--- config.mk ---
export PLATFORM = sky130hd
export DESIGN_NAME = slp_pwr_ctrl
export DESIGN_NICKNAME = d
export VERILOG_FILES = /design/src/rtl/slp_pkg.sv /design/src/rtl/slp_wake_filter.sv /design/src/rtl/slp_clk_decode.sv /design/src/rtl/slp_seq.sv /design/src/rtl/slp_pwr_ctrl.sv
export SDC_FILE = /design/constraint.sdc
export NUM_CORES = 1
export LEC_CHECK = 0
export ABC_AREA = 1
export BUFFER_PORTS_ARGS = -buffer_cell sky130_fd_sc_hd__buf_2
export CORE_MARGIN = 2
export CORE_UTILIZATION = 52
export CTS_CLUSTER_SIZE = 16
export DETAILED_ROUTE_END_ITERATION = 6
export GPL_TIMING_DRIVEN = 0
export PLACE_DENSITY = 0.91
export SKIP_CTS_REPAIR_TIMING = 1
export SYNTH_ARGS = -nofsm -noshare
export SYNTH_HDL_FRONTEND = slang
export SYNTH_SLANG_ARGS = --single-unit
--- constraint.sdc ---
create_clock -name clk -period 3.5 [get_ports clk]
set_input_delay 0.7 -clock clk [delete_from_list [all_inputs] [get_ports clk]]
set_output_delay 0.7 -clock clk [all_outputs]
set_load 0.1 [all_outputs]
--- src/rtl/slp_pkg.sv ---
// Shared types and mode helpers for the sleep controller.
// Assumes the two-bit mode code order is fixed by the CPU's control field.
package slp_pkg;

    typedef enum logic [1:0] {
        MODE_IDLE  = 2'b00,
        MODE_ADCNR = 2'b01,
        MODE_PDOWN = 2'b10,
        MODE_STBY  = 2'b11
    } slp_mode_e;

    typedef enum logic [1:0] {
        ST_RUN  = 2'b00,
        ST_DOZE = 2'b01,
        ST_WARM = 2'b10
    } slp_state_e;

    typedef struct packed {
        logic cpu;
        logic flash;
        logic io;
        logic adc;
        logic osc;
    } clk_en_t;

    typedef struct packed {
        logic other;
        logic adc_done;
        logic nvm_rdy;
        logic ext_lvl;
        logic pin_chg;
    } wake_src_t;

    localparam int WAKE_SRC_N = $bits(wake_src_t);

    // Oscillator is switched off only in Power-down.
    function automatic logic mode_stops_osc(slp_mode_e m);
        return (m == MODE_PDOWN);
    endfunction

    // Modes on whose entry the converter is started automatically.
    function automatic logic mode_auto_adc(slp_mode_e m);
        return (m == MODE_IDLE) || (m == MODE_ADCNR);
    endfunction

    // Wake sources accepted per mode, one bit per wake_src_t field.
    function automatic wake_src_t mode_wake_mask(slp_mode_e m);
        wake_src_t k;
        k = '0;
        k.ext_lvl = 1'b1;
        k.pin_chg = 1'b1;
        if (m == MODE_IDLE || m == MODE_ADCNR) begin
            k.adc_done = 1'b1;
            k.nvm_rdy  = 1'b1;
        end
        if (m == MODE_IDLE) begin
            k.other = 1'b1;
        end
        return k;
    endfunction

endpackage

--- src/rtl/slp_wake_filter.sv ---
// Wake and reset qualifier.
// Reduces the interrupt inputs to one wake hit, using the mask of the
// recorded mode, and the reset sources to one reset hit.
// Assumes the inputs are already synchronous to clk.
module slp_wake_filter
    import slp_pkg::*;
(
    input  slp_mode_e mode,
    input  wake_src_t src,
    input  logic      rst_ext,
    input  logic      rst_wdt,
    input  logic      rst_bod,
    output logic      wake_hit,
    output logic      rst_hit
);

    wake_src_t mask;
    logic [WAKE_SRC_N-1:0] passed;

    // Mask lookup for the current mode.
    always_comb mask = mode_wake_mask(mode);

    // Per-source gating, one lane per wake input.
    for (genvar i = 0; i < WAKE_SRC_N; i++) begin : g_lane
        assign passed[i] = src[i] & mask[i];
    end

    // Collapse lanes and reset sources into single hits.
    always_comb begin
        wake_hit = |passed;
        rst_hit  = rst_ext | rst_wdt | rst_bod;
    end

endmodule

--- src/rtl/slp_clk_decode.sv ---
// Clock-domain enable decoder.
// Maps the sequencer state and the recorded mode to the five enables.
// Assumes the warm-up state is only reached from Power-down.
module slp_clk_decode
    import slp_pkg::*;
(
    input  slp_state_e state,
    input  slp_mode_e  mode,
    output clk_en_t    en
);

    // Enable table by state, then by mode.
    always_comb begin
        en = '1;
        case (state)
            ST_RUN: en = '1;
            ST_DOZE: begin
                case (mode)
                    MODE_IDLE:  en = '{cpu: 1'b0, flash: 1'b0, io: 1'b1, adc: 1'b1, osc: 1'b1};
                    MODE_ADCNR: en = '{cpu: 1'b0, flash: 1'b0, io: 1'b0, adc: 1'b1, osc: 1'b1};
                    MODE_PDOWN: en = '{cpu: 1'b0, flash: 1'b0, io: 1'b0, adc: 1'b0, osc: 1'b0};
                    default:    en = '{cpu: 1'b0, flash: 1'b0, io: 1'b0, adc: 1'b0, osc: 1'b1};
                endcase
            end
            ST_WARM: en = '{cpu: 1'b0, flash: 1'b0, io: 1'b0, adc: 1'b0, osc: 1'b1};
            default: en = '1;
        endcase
    end

endmodule

--- src/rtl/slp_seq.sv ---
// Sleep sequencer.
// Accepts the sleep strobe, holds the mode, and runs the oscillator warm-up
// count. Emits the conversion start and wake strobes.
// Assumes STARTUP_CYC >= 1.
module slp_seq
    import slp_pkg::*;
#(
    parameter int STARTUP_CYC = 16
) (
    input  logic       clk,
    input  logic       rst_n,
    input  logic       sleep_req,
    input  logic       sleep_en,
    input  slp_mode_e  req_mode,
    input  logic       adc_on,
    input  logic       wake_hit,
    input  logic       rst_hit,
    output slp_state_e state,
    output slp_mode_e  mode_q,
    output logic       adc_start,
    output logic       wake_pulse
);

    localparam int CNT_W = (STARTUP_CYC > 1) ? $clog2(STARTUP_CYC) : 1;
    localparam logic [CNT_W-1:0] CNT_LOAD = CNT_W'(STARTUP_CYC - 1);

    logic [CNT_W-1:0] warm_cnt;

    // State, mode register, warm-up counter and strobes.
    always_ff @(posedge clk) begin
        if (!rst_n) begin
            state      <= ST_RUN;
            mode_q     <= MODE_IDLE;
            warm_cnt   <= '0;
            adc_start  <= 1'b0;
            wake_pulse <= 1'b0;
        end else begin
            adc_start  <= 1'b0;
            wake_pulse <= 1'b0;
            case (state)
                ST_RUN: begin
                    if (sleep_req && sleep_en && !rst_hit) begin
                        state     <= ST_DOZE;
                        mode_q    <= req_mode;
                        adc_start <= adc_on && mode_auto_adc(req_mode);
                    end
                end
                ST_DOZE: begin
                    if (rst_hit) begin
                        state <= ST_RUN;
                    end else if (wake_hit) begin
                        if (mode_stops_osc(mode_q)) begin
                            state    <= ST_WARM;
                            warm_cnt <= CNT_LOAD;
                        end else begin
                            state      <= ST_RUN;
                            wake_pulse <= 1'b1;
                        end
                    end
                end
                ST_WARM: begin
                    if (rst_hit) begin
                        state <= ST_RUN;
                    end else if (warm_cnt == '0) begin
                        state      <= ST_RUN;
                        wake_pulse <= 1'b1;
                    end else begin
                        warm_cnt <= warm_cnt - 1'b1;
                    end
                end
                default: state <= ST_RUN;
            endcase
        end
    end

endmodule

--- src/rtl/slp_pwr_ctrl.sv ---
// Sleep mode power controller, top level.
// Joins the wake qualifier, the sequencer and the enable decoder.
// Assumes all inputs are synchronous to clk and the reset is synchronous.
module slp_pwr_ctrl
    import slp_pkg::*;
#(
    parameter int STARTUP_CYC = 16
) (
    input  logic       clk,
    input  logic       rst_n,
    input  logic [1:0] mode_sel,
    input  logic       sleep_en,
    input  logic       sleep_req,
    input  logic       adc_on,
    input  logic       irq_other,
    input  logic       irq_adc_done,
    input  logic       irq_nvm_rdy,
    input  logic       irq_ext_lvl,
    input  logic       irq_pin_chg,
    input  logic       rst_ext,
    input  logic       rst_wdt,
    input  logic       rst_bod,
    output logic       cpu_clk_en,
    output logic       flash_clk_en,
    output logic       io_clk_en,
    output logic       adc_clk_en,
    output logic       osc_en,
    output logic       adc_start,
    output logic       wake_pulse
);

    wake_src_t  src;
    slp_state_e state;
    slp_mode_e  mode_q;
    clk_en_t    en;
    logic       wake_hit;
    logic       rst_hit;

    // Gather the interrupt inputs into one record.
    always_comb begin
        src.other    = irq_other;
        src.adc_done = irq_adc_done;
        src.nvm_rdy  = irq_nvm_rdy;
        src.ext_lvl  = irq_ext_lvl;
        src.pin_chg  = irq_pin_chg;
    end

    slp_wake_filter u_filter (
        .mode     (mode_q),
        .src      (src),
        .rst_ext  (rst_ext),
        .rst_wdt  (rst_wdt),
        .rst_bod  (rst_bod),
        .wake_hit (wake_hit),
        .rst_hit  (rst_hit)
    );

    slp_seq #(.STARTUP_CYC(STARTUP_CYC)) u_seq (
        .clk        (clk),
        .rst_n      (rst_n),
        .sleep_req  (sleep_req),
        .sleep_en   (sleep_en),
        .req_mode   (slp_mode_e'(mode_sel)),
        .adc_on     (adc_on),
        .wake_hit   (wake_hit),
        .rst_hit    (rst_hit),
        .state      (state),
        .mode_q     (mode_q),
        .adc_start  (adc_start),
        .wake_pulse (wake_pulse)
    );

    slp_clk_decode u_decode (
        .state (state),
        .mode  (mode_q),
        .en    (en)
    );

    // Fan the enable record out to the ports.
    always_comb begin
        cpu_clk_en   = en.cpu;
        flash_clk_en = en.flash;
        io_clk_en    = en.io;
        adc_clk_en   = en.adc;
        osc_en       = en.osc;
    end

endmodule

==> out/metrics.yaml, run 1 <==
status: "finished, final reports clean"
cp.required_ns: 2.80
layout.nets: 144
cts_tree: "built"
grt_overflow: 0
clock-root-buffer: "clkbuf_4"
synth-seq-cells: 10
fillers: 88
p_per_area_mw_per_mm2: 864
die_w_um: 40.0
rsz0062_at_grt: "false"
dr.pass1.iters: 4
finalPower_uw: 725
slowest_stage: "buf_2"
n_antenna_cell: 0
place.gp.congestion: 0.831
die_height_um: 40.0
ys.warnings.count: 0
core_area_sq_mm: 0.00116
wl_per_cell_um: 10.8
synth_cells: 99
multiInputGateArea_sq_um: 413
grt_usage_pct: 24.3
cts_buffers: 3
area_delta_synth_final_pct: 24.3
critPathCaptureType: "primary output"
fmax_mhz: 414
fin_skew_ns: 0.00444
start_util_pct: 58.4
slew_viol_final: 0
via_per_inst: 5.36
worstSetupPathType: "reg -> out"
rows: 12
worstPathCellList: "inv_1 > ha_1 > inv_2 > nand2_4 > o21ai_0 > buf_2"
setup_violations: 0
max_cap_violations: 0
cts.path.max_buffers: 2
crit_fanout: 6
drc: 0
slowest_delay_ns: 0.45
grt_pass1_vias: 652
drt_iter0_drc: 20
final_cell_mix: "nand2_1, buf_2, nand3_1"
antenna_found_initial: 0
fin_crit_sh_pct: 68.9
tns_ns: 0
ir_drop_mv: 0.810
hold_path.class: "reg -> reg"
clkSinkCount: 10
grt_pass1_wl_mm: 2.60
hpwlAfterDp_mm: 1.15
hold_violations: 0
portBuffers: 21
netlist_area_sq_um: 676
drt-total-wl_mm: 1.49
layout-drive-gt1-share_pct: 32.3
yosys.cell_types.count: 19
p_leak_nw: 0.413
postSynthAreaPerCell_sq_um: 6.82
htreeDepth: 1
critPathLaunchType: "flip-flop"
worstSkewPairLatency_ns: 0.27
worst_pin_slew_ns: 0.486
seqCellArea_sq_um: 200
arrival_ns: 1.71
vias: 739
synth_nets: 118
grt_max_degree: 8
drtAntennaViolNets: 0
slew_headroom_pct: 67.9
hold_depth: 2
r2r_cells: 8
period_needed_ns: 2.41
ys_seq_area_share_pct: 29.6
ioPinCount: 22
dieArea_sq_mm: 0.00160
clk_pin_slew_ns: 0.07
[worst paths after layout]
kind	from	endpoint	slack, ns
worst max-delay path	u_seq.state[0]$_SDFFE_PN0P_	adc_clk_en	1.09
worst max register to register	u_seq.state[0]$_SDFFE_PN0P_	u_seq.warm_cnt[0]$_SDFFE_PN0P_	2.01
worst min-delay path	u_seq.warm_cnt[2]$_SDFFE_PN0P_	u_seq.warm_cnt[2]$_SDFFE_PN0P_	0.48
worst min register to register	u_seq.warm_cnt[2]$_SDFFE_PN0P_	u_seq.warm_cnt[2]$_SDFFE_PN0P_	0.48
[sequential cells by signal, indices dropped and copies added (netlist names)]
name and cells:
u_seq.state 2, u_seq.wake_pulse 1, u_seq.mode_q 2, u_seq.adc_start 1
u_seq.warm_cnt 4
[synth_stat cells]
cell type / number / share of area, %
nor2_8: 1 / 3.0
nand2_1: 21 / 12
o21ai_0: 3 / 2.2
inv_2: 5 / 2.8
nor3_1: 2 / 1.5
dfxtp_1: 10 / 30
ha_1: 4 / 7.4
o21ai_1: 1 / 0.74
nand2_4: 3 / 5.0
nor2_4: 1 / 1.7
a21oi_1: 7 / 5.2
inv_1: 11 / 6.1
nor2_1: 6 / 3.3
nand3_1: 15 / 11
nand4_1: 4 / 3.7
nand2_2: 2 / 1.9
buf_4: 1 / 1.1
or2_2: 1 / 0.93
o31ai_1: 1 / 1.1
[cell type report]
class | instances | area share [%]
buffer | 1 | 0.894
clock buffer | 4 | 4.32
multi-input combinational | 72 | 49.2
inverter | 16 | 7.15
timing repair buffer | 21 | 12.5
sequential | 10 | 23.8
tap | 14 | 2.09
[layer usage]
| metal | global-route usage, % | vias to the layer above | share of wire (%) |
|---|---|---|---|
| met5 | 0 | - | 0 |
| li1 | - | 375 | - |
| met2 | 41.9 | 31 | 48 |
| met1 | 29.7 | 331 | 44 |
| met3 | 5.00 | 2 | 6.8 |
| met4 | 7.76 | 0 | 0.87 |
[worst max-delay path, delay by kind of cell (launching register included)]
family,cells,cell delay [ns]
AO/OA/AOI/OAI,1,0.07
AND/OR/NAND/NOR,1,0.07
buffers and inverters,3,0.65
adder cells (fa/ha/maj),1,0.28
flip-flops,1,0.37
[per-stage QoR]
stage                     utilization (%)  hold slack, ns  area [sq um]  instances  setup slack, ns
final                                72.6           0.478           840        138             1.09
after global routing                 72.6           0.504           840        138             1.03
after CTS                            72.6           0.478           840        138             1.10
after detailed placement             69.5           0.466           803        134             1.40
after global placement               69.5           0.453           803        134             1.43
after floorplan                         -           0.439           681         99         0.000902
[where the power goes]
group          switching [mW]  internal [mW]
registers             0.00883          0.126
logic                   0.382          0.100
clock network          0.0443         0.0632
total                   0.435          0.290
[logic make-up (layout without fill, tap and decap cells)]
| kind of cell | count (synthesis) | in the layout | synth area share [%] |
|---|---|---|---|
| and+or+nand+nor | 56 | 56 | 43.7 |
| buffers and inverters | 17 | 42 | 10.0 |
| AOI/OAI and AO/OA | 12 | 12 | 9.26 |
| DFF | 10 | 10 | 29.6 |
| adders and majority gates | 4 | 4 | 7.41 |
Power figures use the tool's default switching activity.
==> run 2: changes to the inputs <==
CORE_UTILIZATION = 48   (was 52)
PLACE_DENSITY = 0.85   (was 0.91)
clock period = 2.28 ns   (was 3.5 ns; I/O delays follow)
==> out/metrics.yaml, run 2 (synthesis gave the netlist of run 1 again) <==
status: "finished, final reports clean"  # unchanged
fillers: 131  # was 88
via_per_inst: 5.09  # was 5.36
htreeDepth: 1  # unchanged
hpwlAfterDp_mm: 1.15  # about the same
drtAntennaViolNets: 0  # unchanged
period_needed_ns: 2.14
crit_fanout: 6  # unchanged
place.gp.congestion: 0.817  # was 0.831
grt_max_degree: 8  # unchanged
ir_drop_mv: 0.802  # was 0.810 mV
r2r_end: "u_seq.warm_cnt[0]$_SDFFE_PN0P_"  # unchanged
hold_start: "mode_sel[1]"  # was u_seq.warm_cnt[2]$_SDFFE_PN0P_
cts.path.max_buffers: 2  # unchanged
drt_iter0_drc: 17  # was 20
place_area_sq_um: 805  # was 803 sq um
slowest_stage: "buf_2"  # unchanged
wl_per_cell_um: 10.2  # was 10.8 um
layout.nets: 144  # unchanged
regToRegSetupSlack_ns: 0.81  # was 2.01 ns
worstPathCellList: "inv_1 > ha_1 > inv_2 > nand2_4 > o31ai_2 > buf_2"  # was inv_1 > ha_1 > inv_2 > nand2_4 > o21ai_0 > buf_2
dr.pass1.iters: 6  # was 4
cts_buffers: 3  # unchanged
worst_pin_slew_ns: 0.488  # was 0.486 ns
p_leak_nw: 0.406  # was 0.413 nW
hold_depth: 2  # unchanged
r2r_cells: 8  # unchanged
final_cell_mix: "nand2_1, buf_2, nand3_1"  # unchanged
grt_overflow: 0  # unchanged
clkSinkCount: 10  # unchanged
slew_viol_final: 0  # unchanged
hold_violations: 0  # unchanged
worstSetupPathType: "reg -> out"  # unchanged
clk_pin_slew_ns: 0.06  # was 0.07 ns
whs_ns: 0.357  # was 0.478 ns
drt-total-wl_mm: 1.41  # was 1.49 mm
n_antenna_cell: 0  # unchanged
grt_usage_pct: 18.6  # was 24.3%
drc: 0  # unchanged
hold_path.class: "in -> reg"  # was reg -> reg
max_flop_register: "u_seq.warm_cnt"  # unchanged
final_cell_area_sq_um: 827  # was 840 sq um
path_buf_inv: 3  # unchanged
antenna_found_initial: 0  # unchanged
arrival_ns: 1.68  # was 1.71 ns
layout-drive-gt1-share_pct: 31.7  # was 32.3%
dieArea_sq_mm: 0.00172  # was 0.00160 sq mm
fin_crit_sh_pct: 93.8
cp.required_ns: 1.82  # was 2.80 ns
fin_skew_ns: 0.00189  # was 0.00444 ns
p_per_area_mw_per_mm2: 1290  # was 864 mW/mm^2
worstSkewPairLatency_ns: 0.26  # was 0.27 ns
area_delta_synth_final_pct: 22.4  # was 24.3%
critPathCaptureType: "primary output"  # unchanged
setup_violations: 0  # unchanged
fin_ws_ns: 0.142  # was 1.09 ns
largest_reg_flops: 4  # unchanged
critPathLaunchType: "flip-flop"  # unchanged
slowest_delay_ns: 0.46  # was 0.45 ns
grt_pass1_wl_mm: 2.52  # was 2.60 mm
fmax_mhz: 468
portBuffers: 21  # unchanged
max_cap_violations: 0  # unchanged
cts_tree: "built"  # unchanged
rsz0062_at_grt: "false"  # unchanged
regToRegStartpoint: "u_seq.state[0]$_SDFFE_PN0P_"  # unchanged
finalPower_mw: 1.06  # was 725 uW
die_height_um: 41.5  # was 40.0 um
grt_pass1_vias: 613  # was 652
rows: 13  # was 12
cp.depth: 6  # unchanged
ioPinCount: 22  # unchanged
start_util_pct: 51.9  # was 58.4%
crit_family: "buffers and inverters"  # unchanged
clock-root-buffer: "clkbuf_4"  # unchanged
slew_headroom_pct: 67.7  # was 67.9%
core_area_sq_mm: 0.00130  # was 0.00116 sq mm
largestRegisters: "u_seq.warm_cnt: 4 flops, u_seq.mode_q: 2 flops, u_seq.state: 2 flops"  # unchanged
dp_slack_ns: 0.430  # was 1.40 ns
whs_endpoint: "u_seq.adc_start$_SDFF_PN0_"  # was u_seq.warm_cnt[2]$_SDFFE_PN0P_
vias: 703  # was 739
die_w_um: 41.5  # was 40.0 um
## run 2: changes by cell type in the layout (fill, tap and decap cells not counted)
cell      before  now
clkbuf_8       1    0
o21ai_1        1    2
o21ai_0        3    2
## run 2: how the worst max path moves through the flow
stage                                start  slack [ns]          to
2_1_floorplan  u_seq.state[1]$_SDFFE_PN0P_       -0.22   io_clk_en
3_3_place_gp   u_seq.state[0]$_SDFFE_PN0P_        0.46   io_clk_en
3_5_place_dp   u_seq.state[0]$_SDFFE_PN0P_        0.43   io_clk_en
4_1_cts        u_seq.state[0]$_SDFFE_PN0P_        0.13   io_clk_en
5_1_grt        u_seq.state[0]$_SDFFE_PN0P_        0.05  adc_clk_en
6_report       u_seq.state[0]$_SDFFE_PN0P_        0.14   io_clk_en
## run 2: layout make-up
class	instances	area, sq um	area share, %
repair buffers	21	105	12.7
plain buffers	1	7.51	0.908
flip-flops and latches	10	200	24.2
well taps	15	18.8	2.27
multi-input cells	72	413	49.9
clock buffers	3	22.5	2.72
inverters	16	60.1	7.26
## run 2: layer usage
metal  share of wire, %  wire length (um)  GRT usage [%]  vias up
met3                4.6                65           2.61        3
li1                   -                 -              -      370
met4                1.9                27           9.68        0
met1                 42               594           21.0      314
met2                 51               722           33.4       16
met5                  0                 0              0        -
## run 2: stage by stage
stage / instances / TNS [ns] / util, %
5_1_grt: 138 / 0 / 63.6
4_1_cts: 138 / 0 / 63.6
6_report: 138 / 0 / 63.6
3_5_place_dp: 135 / 0 / 61.8
2_1_floorplan: 99 / -0.440 / -
3_3_place_gp: 135 / 0 / 61.8
## run 2: report_power, final
group,switching (mW),internal (mW)
Sequential,0.0127,0.194
Combinational,0.582,0.154
Clock,0.0585,0.0610
Total,0.654,0.409
## run 2: worst register-to-register path: stages, from the launching register on
cell	delay, ns
dfxtp_1	0.37
inv_1	0.07
ha_1	0.27
nand4_1	0.16
nand2_2	0.10
nor2_8	0.11
nand2_4	0.08
nor3_1	0.15
nor2_1	0.05
==> run 3: changes to the inputs <==
clock period = 2.2 ns   (was 2.28 ns; I/O delays follow)
==> out/metrics.yaml, run 3 (synthesis gave the netlist of run 1 again) <==
dr.max_layer_used: "met4"  # unchanged
die_w_um: 41.5  # unchanged
grt_max_degree: 8  # unchanged
worstPathCellList: "inv_1 > ha_1 > inv_2 > nand2_4 > o31ai_2 > clkbuf_4"  # was inv_1 > ha_1 > inv_2 > nand2_4 > o31ai_2 > buf_2
clk_pin_slew_ns: 0.06  # about the same
hold_depth: 2  # unchanged
slew_headroom_pct: 67.7  # about the same
max_cap_violations: 0  # unchanged
r2r_end: "u_seq.warm_cnt[0]$_SDFFE_PN0P_"  # unchanged
largest_reg_flops: 4  # unchanged
arrival_ns: 1.60  # was 1.68 ns
cp.required_ns: 1.76  # was 1.82 ns
ir_drop_mv: 0.862  # was 0.802 mV
cts_tree: "built"  # unchanged
worst_pin_slew_ns: 0.488  # about the same
die_height_um: 41.5  # unchanged
dp_slack_ns: 0.366  # was 0.430 ns
final_cell_mix: "nand2_1, buf_2, nand3_1"  # unchanged
dieArea_sq_mm: 0.00172  # unchanged
p_per_area_mw_per_mm2: 1340  # was 1290 mW/mm^2
antenna_found_initial: 0  # unchanged
r2r_cells: 8  # unchanged
drc: 0  # unchanged
clkSinkCount: 10  # unchanged
area_delta_synth_final_pct: 23.5  # was 22.4%
clock-root-buffer: "clkbuf_4"  # unchanged
slew_viol_final: 0  # unchanged
fin_crit_sh_pct: 92.7
max_flop_register: "u_seq.warm_cnt"  # unchanged
layoutNonFillerInstCount: 138  # unchanged
cts.path.max_buffers: 2  # unchanged
drt-total-wl_mm: 1.41  # about the same
wl_met3_um: 67  # was 65 um
critPathCaptureType: "primary output"  # unchanged
largestRegisters: "u_seq.warm_cnt: 4 flops, u_seq.mode_q: 2 flops, u_seq.state: 2 flops"  # unchanged
grt_pass1_wl_mm: 2.52  # unchanged
crit_fanout: 6  # unchanged
grt_overflow: 0  # unchanged
crit_family: "buffers and inverters"  # unchanged
start_util_pct: 51.9  # unchanged
ioPinCount: 22  # unchanged
hold_violations: 0  # unchanged
place.gp.congestion: 0.817  # unchanged
grt_pass1_vias: 613  # unchanged
core_area_sq_mm: 0.00130  # unchanged
status: "finished, final reports clean"  # unchanged
fmax_mhz: 490
regToRegSetupSlack_ns: 0.73  # was 0.81 ns
grt_usage_pct: 18.6  # unchanged
p_leak_nw: 0.410  # was 0.406 nW
tns_ns: 0  # unchanged
portBuffers: 21  # unchanged
layout-drive-gt1-share_pct: 31.7  # unchanged
period_needed_ns: 2.04
rsz0062_at_grt: "false"  # unchanged
final_common_cell: "nand2_1"
rows: 13  # unchanged
whs_endpoint: "u_seq.adc_start$_SDFF_PN0_"  # unchanged
via_per_inst: 5.01  # was 5.09
finalPower_mw: 1.12  # was 1.06 mW
dr.pass1.iters: 7  # was 6
drt_iter0_drc: 15  # was 17
cts_buffers: 3  # unchanged
worstSetupPathType: "reg -> out"  # unchanged
hpwlAfterDp_mm: 1.15  # unchanged
final_cell_area_sq_um: 835  # was 827 sq um
dp_cells: 135  # unchanged
hold_start: "mode_sel[1]"  # unchanged
n_antenna_cell: 0  # unchanged
vias: 692  # was 703
met1_length_um: 602  # was 594 um
critPathLaunchType: "flip-flop"  # unchanged
htreeDepth: 1  # unchanged
drtAntennaViolNets: 0  # unchanged
wl_per_cell_um: 10.2  # about the same
regToRegStartpoint: "u_seq.state[0]$_SDFFE_PN0P_"  # unchanged
hold_path.class: "in -> reg"  # unchanged
layout.nets: 144  # unchanged
route.met2.wl_um: 720  # was 722 um
fin_skew_ns: 0.00218  # was 0.00189 ns
fin_ws_ns: 0.160  # was 0.142 ns
worstSkewPairLatency_ns: 0.26  # about the same
slowest_stage: "dfxtp_1"  # was buf_2
setup_violations: 0  # unchanged
place_area_sq_um: 805  # unchanged
slowest_delay_ns: 0.37  # was 0.46 ns
path_buf_inv: 3  # unchanged
==> run 3: changes by cell type in the layout (fill, tap and decap cells not counted), sizes merged <==
cell / previous run / this run
buf: 22 / 19
clkbuf: 3 / 6
==> run 3: where the power goes <==
group | total [mW] | switching (mW) | internal, mW
Sequential | 0.214 | 0.0133 | 0.201
Combinational | 0.779 | 0.605 | 0.174
Clock | 0.124 | 0.0606 | 0.0632
==> run 3: final cells by class <==
cell class / count / area (sq um)
tap: 15 / 18.8
multi-input combinational: 72 / 413
timing repair buffer: 21 / 113
inverter: 16 / 60.1
fill: 128 / 467
buffer: 1 / 7.51
sequential: 10 / 200
clock buffer: 3 / 22.5
==> run 3: metrics by stage <==
| stage | util [%] | hold WS [ns] |
|---|---|---|
| floorplan | - | 0.439 |
| global placement | 61.8 | 0.450 |
| detailed placement | 61.8 | 0.451 |
| CTS | 63.6 | 0.341 |
| global route | 64.1 | 0.337 |
| finish | 64.1 | 0.341 |
==> run 3: routing by layer <==
metal,up-vias,global-route usage [%]
li1,369,-
met1,300,21.0
met4,0,9.68
met3,3,2.61
met5,-,0
met2,20,33.4
==> run 3: worst register-to-register path, stage by stage, from the launching register on <==
cell and delay, ns:
dfxtp_1 0.37, inv_1 0.08, ha_1 0.27, nand4_1 0.16
nand2_2 0.10, nor2_8 0.11, nand2_4 0.08, nor3_1 0.14
nor2_1 0.05
==> run 3: worst max path at each step <==
stage / from / endpoint / depth (start not counted)
after floorplan: u_seq.state[1]$_SDFFE_PN0P_ / io_clk_en / 4
after global placement: u_seq.state[0]$_SDFFE_PN0P_ / io_clk_en / 6
after detailed placement: u_seq.state[0]$_SDFFE_PN0P_ / io_clk_en / 6
after CTS: u_seq.state[0]$_SDFFE_PN0P_ / io_clk_en / 6
after global routing: u_seq.state[0]$_SDFFE_PN0P_ / io_clk_en / 6
final: u_seq.state[0]$_SDFFE_PN0P_ / io_clk_en / 6
